**config.mk**
```make
export PLATFORM = sky130hd
export DESIGN_NAME = irq_collector
export DESIGN_NICKNAME = d
export VERILOG_FILES = /design/src/rtl/irq_collector_pkg.sv /design/src/rtl/irq_collector_ctrl.sv /design/src/rtl/irq_collector_dp.sv /design/src/rtl/irq_collector.sv
export SDC_FILE = /design/constraint.sdc
export NUM_CORES = 1
export LEC_CHECK = 0
export ABC_AREA = 1
export BUFFER_PORTS_ARGS = -buffer_cell sky130_fd_sc_hd__buf_2
export CORE_MARGIN = 3
export CORE_UTILIZATION = 30
export CTS_CLUSTER_DIAMETER = 150
export DETAILED_ROUTE_END_ITERATION = 8
export PLACE_DENSITY = 0.52
export SYNTH_ARGS = -nofsm -noshare
export SYNTH_HDL_FRONTEND = slang
export SYNTH_SLANG_ARGS = --single-unit
```
**constraint.sdc**
```tcl
create_clock -name clk -period 2 [get_ports clk]
set_input_delay 0.1 -clock clk [delete_from_list [all_inputs] [get_ports clk]]
set_output_delay 0.1 -clock clk [all_outputs]
set_load 0.01 [all_outputs]
```
**src/rtl/irq_collector_pkg.sv**
```systemverilog
package irq_collector_pkg;
  localparam int REG_ADDR_W = 2;
  localparam logic [REG_ADDR_W-1:0] ADDR_MODE = 2'd0;
  localparam logic [REG_ADDR_W-1:0] ADDR_POL  = 2'd1;
  localparam logic [REG_ADDR_W-1:0] ADDR_MASK = 2'd2;
  localparam logic [REG_ADDR_W-1:0] ADDR_PEND = 2'd3;

  // strobes from register decode to datapath
  typedef struct packed {
    logic wrMode;
    logic wrPol;
    logic wrMask;
    logic clrPend;
  } regStrobe_t;
endpackage

```
**src/rtl/irq_collector_ctrl.sv**
```systemverilog
module irq_collector_ctrl
  import irq_collector_pkg::*;
#(
  parameter int NUM_LINES = 14,
  parameter int DATA_W    = 32
) (
  input  logic [REG_ADDR_W-1:0] regAddr,
  input  logic                  regWrEn,
  input  logic [DATA_W-1:0]     regWrData,
  input  logic [NUM_LINES-1:0]  modeCfg,
  input  logic [NUM_LINES-1:0]  polCfg,
  input  logic [NUM_LINES-1:0]  maskCfg,
  input  logic [NUM_LINES-1:0]  pendVec,
  output regStrobe_t            stb,
  output logic [NUM_LINES-1:0]  wrBits,
  output logic [DATA_W-1:0]     regRdData
);
  logic unusedHiBits;
  assign unusedHiBits = ^regWrData[DATA_W-1:NUM_LINES];

  assign wrBits = regWrData[NUM_LINES-1:0];

  always_comb begin
    stb.wrMode  = regWrEn && (regAddr == ADDR_MODE);
    stb.wrPol   = regWrEn && (regAddr == ADDR_POL);
    stb.wrMask  = regWrEn && (regAddr == ADDR_MASK);
    stb.clrPend = regWrEn && (regAddr == ADDR_PEND);
  end

  always_comb begin
    regRdData = '0;
    unique case (regAddr)
      ADDR_MODE: regRdData[NUM_LINES-1:0] = modeCfg;
      ADDR_POL:  regRdData[NUM_LINES-1:0] = polCfg;
      ADDR_MASK: regRdData[NUM_LINES-1:0] = maskCfg;
      default:   regRdData[NUM_LINES-1:0] = pendVec;
    endcase
  end
endmodule

```
**src/rtl/irq_collector_dp.sv**
```systemverilog
module irq_collector_dp
  import irq_collector_pkg::*;
#(
  parameter int NUM_LINES   = 14,
  parameter int SYNC_STAGES = 2
) (
  input  logic                 clk,
  input  logic                 rstN,
  input  logic [NUM_LINES-1:0] irqIn,
  input  regStrobe_t           stb,
  input  logic [NUM_LINES-1:0] wrBits,
  output logic [NUM_LINES-1:0] modeCfg,
  output logic [NUM_LINES-1:0] polCfg,
  output logic [NUM_LINES-1:0] maskCfg,
  output logic [NUM_LINES-1:0] pendVec,
  output logic                 irqOut
);
  logic [NUM_LINES-1:0] syncChain [SYNC_STAGES];
  logic [NUM_LINES-1:0] syncd;
  logic [NUM_LINES-1:0] prevSyncd;
  logic [NUM_LINES-1:0] pendNext;

  // configuration words
  always_ff @(posedge clk or negedge rstN) begin
    if (!rstN) begin
      modeCfg <= '0;
      polCfg  <= '0;
      maskCfg <= '0;
    end else begin
      if (stb.wrMode) modeCfg <= wrBits;
      if (stb.wrPol)  polCfg  <= wrBits;
      if (stb.wrMask) maskCfg <= wrBits;
    end
  end

  // input synchroniser
  generate
    for (genvar s = 0; s < SYNC_STAGES; s++) begin : g_sync
      always_ff @(posedge clk or negedge rstN) begin
        if (!rstN) syncChain[s] <= '0;
        else if (s == 0) syncChain[s] <= irqIn;
        else syncChain[s] <= syncChain[(s == 0) ? 0 : s-1];
      end
    end
  endgenerate

  assign syncd = syncChain[SYNC_STAGES-1];

  always_ff @(posedge clk or negedge rstN) begin
    if (!rstN) prevSyncd <= '0;
    else prevSyncd <= syncd;
  end

  // per-line pending update
  generate
    for (genvar i = 0; i < NUM_LINES; i++) begin : g_line
      logic levelHit;
      logic edgeHit;
      logic clrHit;
      assign levelHit = polCfg[i] ? syncd[i] : ~syncd[i];
      assign edgeHit  = polCfg[i] ? (syncd[i] & ~prevSyncd[i])
                                  : (~syncd[i] & prevSyncd[i]);
      assign clrHit   = stb.clrPend & wrBits[i];
      assign pendNext[i] = modeCfg[i] ? (edgeHit | (pendVec[i] & ~clrHit))
                                      : levelHit;
    end
  endgenerate

  always_ff @(posedge clk or negedge rstN) begin
    if (!rstN) begin
      pendVec <= '0;
      irqOut  <= 1'b0;
    end else begin
      pendVec <= pendNext;
      irqOut  <= |(pendVec & ~maskCfg);
    end
  end
endmodule

```
**src/rtl/irq_collector.sv**
```systemverilog
module irq_collector
  import irq_collector_pkg::*;
#(
  parameter int NUM_LINES   = 14,
  parameter int DATA_W      = 32,
  parameter int SYNC_STAGES = 2
) (
  input  logic                  clk,
  input  logic                  rstN,
  input  logic [REG_ADDR_W-1:0] regAddr,
  input  logic                  regWrEn,
  input  logic [DATA_W-1:0]     regWrData,
  output logic [DATA_W-1:0]     regRdData,
  input  logic [NUM_LINES-1:0]  irqIn,
  output logic                  irqOut
);
  regStrobe_t           stb;
  logic [NUM_LINES-1:0] wrBits;
  logic [NUM_LINES-1:0] modeCfg;
  logic [NUM_LINES-1:0] polCfg;
  logic [NUM_LINES-1:0] maskCfg;
  logic [NUM_LINES-1:0] pendVec;

  irq_collector_ctrl #(.NUM_LINES(NUM_LINES), .DATA_W(DATA_W)) u_ctrl (
    .regAddr(regAddr), .regWrEn(regWrEn), .regWrData(regWrData),
    .modeCfg(modeCfg), .polCfg(polCfg), .maskCfg(maskCfg), .pendVec(pendVec),
    .stb(stb), .wrBits(wrBits), .regRdData(regRdData)
  );

  irq_collector_dp #(.NUM_LINES(NUM_LINES), .SYNC_STAGES(SYNC_STAGES)) u_dp (
    .clk(clk), .rstN(rstN), .irqIn(irqIn), .stb(stb), .wrBits(wrBits),
    .modeCfg(modeCfg), .polCfg(polCfg), .maskCfg(maskCfg), .pendVec(pendVec),
    .irqOut(irqOut)
  );
endmodule

```
# Word level (Yosys, flattened, before mapping)

Cells that the tools add are included.
Widths: inputs -> output; s select.

Register bits after elaboration: 99
Latch bits: 0
RAM bits: 0
ROM bits: 0
Output and inout bits: 33
Logic and storage cells: 174
Memories: 0

Add/subtract/negate cells: 0
Multiply operators: 0
Div/mod/pow operators: 0
$lt $le $gt $ge: 0
Equality and inequality tests: 3
Shifts and indexed selects: 0
Multiplexer cells: 43
Bitwise operators: 114
Reduce and logical (&&, ||, !) cells: 6

Operator list:

| operator           | number |
|---|---|
| $and 1x1->1        | 56 |
| $mux 1             | 42 |
| $not 1->1          | 42 |
| $pmux 14 s3        | 1 |
| $and 14x14->14     | 1 |
| $not 14->14        | 1 |
| $or 1x1->1         | 14 |
| $reduce_or 14->1   | 1 |
| $eq 2x2->1 const B | 2 |
| $logic_and 1x1->1  | 4 |
| $eq 2x1->1 const B | 1 |
| $logic_not 2->1    | 1 |

# Depth between registers and ports, before layout

Word-level depth: 7
Mapped depth: 6

# Cells and area by module

From an unflattened synthesis, not the netlist that was laid out.

Cells, all modules: 447
Area, all modules: 4,240.3 um2

By module, submodules not included:

| module             | instances | cells each | area each (um2) | sequential area each (um2) |
|---|---|---|---|---|
| irq_collector_dp   | 1         | 327        | 3,563.4         | 2,477.4 |
| irq_collector_ctrl | 1         | 120        | 676.9           | 0.0 |

# Worst setup path before layout

Ideal clock, no wire load.

Kind: input-to-output
Start: input port regAddr[1]
End: output port regRdData[10]
Data arrival time: 0.715 ns
Data required time: 1.900 ns
Slack: 1.185 ns
Cell stages on the path: 4
Path buffers: 1
Path through: nor2_4 clkbuf_1 nand2_1 nand4_1

Word-level cells in the longest chain between the ends: 2

RTL lines:

| item                                     | RTL line                 | source |
|---|---|---|
| from (decl)                              | irq_collector.sv:10      | `input logic [REG_ADDR_W-1:0] regAddr,` |
| $eq 2x2->1, or another cell as far along | irq_collector_ctrl.sv:32 | `unique case (regAddr)` |
| $pmux 14 s3 *                            | irq_collector_ctrl.sv:32 |  |
| to (decl)                                | irq_collector.sv:13      | `output logic [DATA_W-1:0] regRdData,` |

Every way passes the cells marked *; elsewhere a longest branch is shown, timed or not.

# Worst setup path in the final report

Start: input port regAddr[0]
End: output port regRdData[4]

The elaborated chain is that of the path after synthesis.

==> metrics.md <==
| Metric | Value |
|---|---|
| FMAX | `733 MHz` |
| Yosys Warn Count | `0` |
| Num rows | `42` |
| Routed WL | `9430 um` |
| DRT Pass-1 Iters | `4` |
| Synth Area in Simple Gates | `22.8%` |
| Root Buffer | `clkbuf_16` |
| Vias in the first global route | `2,915` |
| MaxCap Viol Count | `0` |
| PortBufs | `47` |
| Clk sink count | `99` |
| CTS tree | `done` |
| Total CTS buffers | `9` |
| Yosys reg bits | `99` |
| CP Data Arrival Time | `1.26 ns` |
| Setup violators final | `0` |
| Post-CTS Setup Repair Bufs | `0` |
| Vias per inst | `4.39` |
| Minimum setup slack among reg-to-reg paths | `1.02 ns` |
| Antenna Cells | `0` |
| Post-synthesis compound-gate area fraction | `9.31%` |
| CP top delay family | `buffers and inverters` |
| Netlist Area Pre-Place | `0.00423 mm^2` |
| H-tree lvl count | `3` |
| Most frequent cell after synthesis | `nand2_1` |
| Global-route wire length before repair | `15,200 um` |
| Top flip-flop cell by instance count after synthesis | `dfrtp_1` |
| Pleak | `0.00245 uW` |
| 1st-iter DRT viols | `139` |
| PwrDens | `993 mW/mm^2` |
| Detailed-route wire length per cell | `13.4 um` |
| Peak supply drop | `0.353 mV` |
| XOR/XNOR Fraction of Synth Area | `0%` |
| Core area | `0.0135 mm^2` |
| Starting Density | `31.4%` |
| Placer Congestion | `0.757` |
| Max stage delay on crit path | `0.46 ns` |
| Post-synthesis adder-cell area fraction | `0%` |
| Rel. slew slack | `60.4%` |
| Final worst path period need | `1.36 ns` |
| CP bufs+invs | `3` |
| DP Wirelength | `6290 um` |
| Global-route congestion overflow total | `0` |
| Area leader, netlist | `dfrtp_1` |
| Worst Max-Slew Pin Slew | `0.593 ns` |
| WP data required | `1.90 ns` |
| Slowest stage cell, crit path | `inv_1` |
| Worst Skew | `0.00446 ns` |
| Die width | `125 um` |
| Synthesized area per cell | `9.31 um^2` |
| CP max FO | `14` |
| Ordered cell list for the critical path | `buf_2 > nand2_1 > inv_1 > nand2_1 > nand4_1 > buf_2` |
| Status | `complete, no violations` |
| Pins over their slew limit | `0` |
| Sequential share of the synthesized area | `58.5%` |
| I/O Pins | `84` |
| Unrepaired setup endpoints after global routing | `false` |
| Largest family of logic cells by synthesized area | `simple AND/OR/NAND/NOR gates` |
| Crit Path Class | `primary input to primary output` |
| Power, Total | `5050 uW` |
| Area growth, synth to finish | `19.9%` |
| Final #Nets | `573` |
| Antenna viol nets, final | `0` |
| Cells after Synth | `455` |
| Clk Latency, worst-skew pair | `0.35 ns` |
| DRC violations left | `0` |
| Commonest cells post-synth | `nand2_1 (137), dfrtp_1 (99), nand3_1 (45)` |
| Worst Hold Class | `primary input to register` |
| Hold Vio Cnt, Final | `0` |
| Worst Setup End Kind | `primary output` |
| CP Launch Type | `primary input` |
| DIE HEIGHT | `125 um` |
| Mux cell area share after synthesis | `0%` |
| EDFF count, synth | `0` |
| Initial antenna violation count | `0` |
| Tcrit/Tclk final | `68.2%` |
| Clock tree buffer depth | `2` |
| Reg clk slew, reported paths | `0.07 ns` |
| Area contributors post-synth | `dfrtp_1 (59%), nand2_1 (12%), nand3_1 (5.3%)` |
| Post-synth top area share | `58.5%` |
| Share of cells above drive strength 1 | `19.5%` |
| Largest net degree at the start of global routing | `37` |
| Post-synth ARST share | `100%` |
| Setup TNS | `0 ns` |
| GRT Util Overall | `12.5%` |
| Die Area | `0.0156 mm^2` |
| Vias | `3,088` |
| Yosys cell types | `18` |
-- cell usage in the layout (no fill, tap or decap) --
cell type / netlist / layout
buf_12: 0 / 2
buf_2: 3 / 46
buf_4: 19 / 5
bufinv_16: 0 / 1
clkbuf_16: 0 / 9
clkbuf_8: 0 / 4
clkinv_2: 0 / 1
clkinv_4: 0 / 1
conb_1: 1 / 18
dfrtp_1: 99 / 99
dlygate4sd3_1: 0 / 15
inv_1: 44 / 44
inv_2: 2 / 2
nand2_1: 137 / 137
nand2_2: 1 / 1
nand2_4: 2 / 2
nand3_1: 45 / 45
nand4_1: 14 / 14
nor2_1: 17 / 17
nor2_4: 4 / 4
o21ai_0: 32 / 32
o21ai_1: 3 / 3
o21ai_2: 25 / 25
-- cell families (layout without fill, tap and decap cells) --
| logic type | after synthesis | after routing |
|---|---|---|
| simple gates | 220 | 220 |
| flops | 99 | 99 |
| buf+inv | 75 | 130 |
| compound gates | 60 | 60 |
| other cells | 1 | 18 |
-- timing repair --
action / CTS / global route
hold buffers: 15 / 0
endpoints found under the setup margin: 0 / 0
hold endpoints to repair: 42 / 0
resized for setup: 0 / 0
-- flip-flops by register name, indices dropped and copies added (netlist names) --
name and flops:
u_dp.maskCfg 14, u_dp.modeCfg 14, u_dp.pendVec 14, u_dp.polCfg 14, u_dp.prevSyncd 14, u_dp.syncChain 14, u_dp.syncd 14, u_dp.irqOut 1
-- report_power, final --
part / total [uW] / switching [uW] / internal (uW)
sequential: 2470 / 223 / 2250
clock: 1850 / 742 / 1110
combinational: 725 / 422 / 303
-- through the flow --
| stage | utilization, % | std cells | instance area (um^2) | worst slack (ns) | hold WS [ns] |
|---|---|---|---|---|---|
| 2_1_floorplan | - | 472 | 4300 | 1.18 | -0.196 |
| 3_3_place_gp | 34.1 | 672 | 4600 | 0.622 | 0.0733 |
| 3_5_place_dp | 34.1 | 672 | 4600 | 0.603 | 0.0806 |
| 4_1_cts | 37.6 | 703 | 5080 | 0.606 | 0.0364 |
| 5_1_grt | 37.6 | 703 | 5080 | 0.495 | 0.0577 |
| 6_report | 37.6 | 703 | 5080 | 0.635 | 0.0484 |
-- path summary, 6_finish.rpt --
check,start,endpoint,cells past startpoint
worst max-delay path,regAddr[0],regRdData[4],6
worst min-delay path,regWrData[3],u_dp.pendVec[3],4
worst max register to register,u_dp.pendVec[13],u_dp.irqOut,4
worst min register to register,u_dp.syncChain[22],u_dp.syncd[8],0
max in group asynchronous,rstN,u_dp.syncd[4],3
min in group asynchronous,rstN,u_dp.syncChain[26],2
-- tightest hold or removal path, cell delays in order --
cell     delay [ns]
buf_2          0.09
nand2_1        0.05
nand3_1        0.06
nand3_1        0.06
-- cell type report --
class | instances | area [um^2]
Inverter | 46 | 173
Tap cell | 176 | 220
Timing Repair Buffer | 68 | 458
Sequential cell | 99 | 2480
Multi-Input combinational cell | 298 | 1430
Clock buffer | 13 | 280
Fill cell | 1374 | 8430
Clock inverter | 3 | 43.8
-- metal layers --
metal  vias to the layer above  GRT usage [%]  part of all wire, %
li1                       1555              -                    -
met1                      1455           15.7                   46
met2                        64           20.3                   48
met3                        14           3.22                  4.1
met4                         0           5.67                  2.1
met5                         -              0                    0
(Power assumes the default switching activity.)
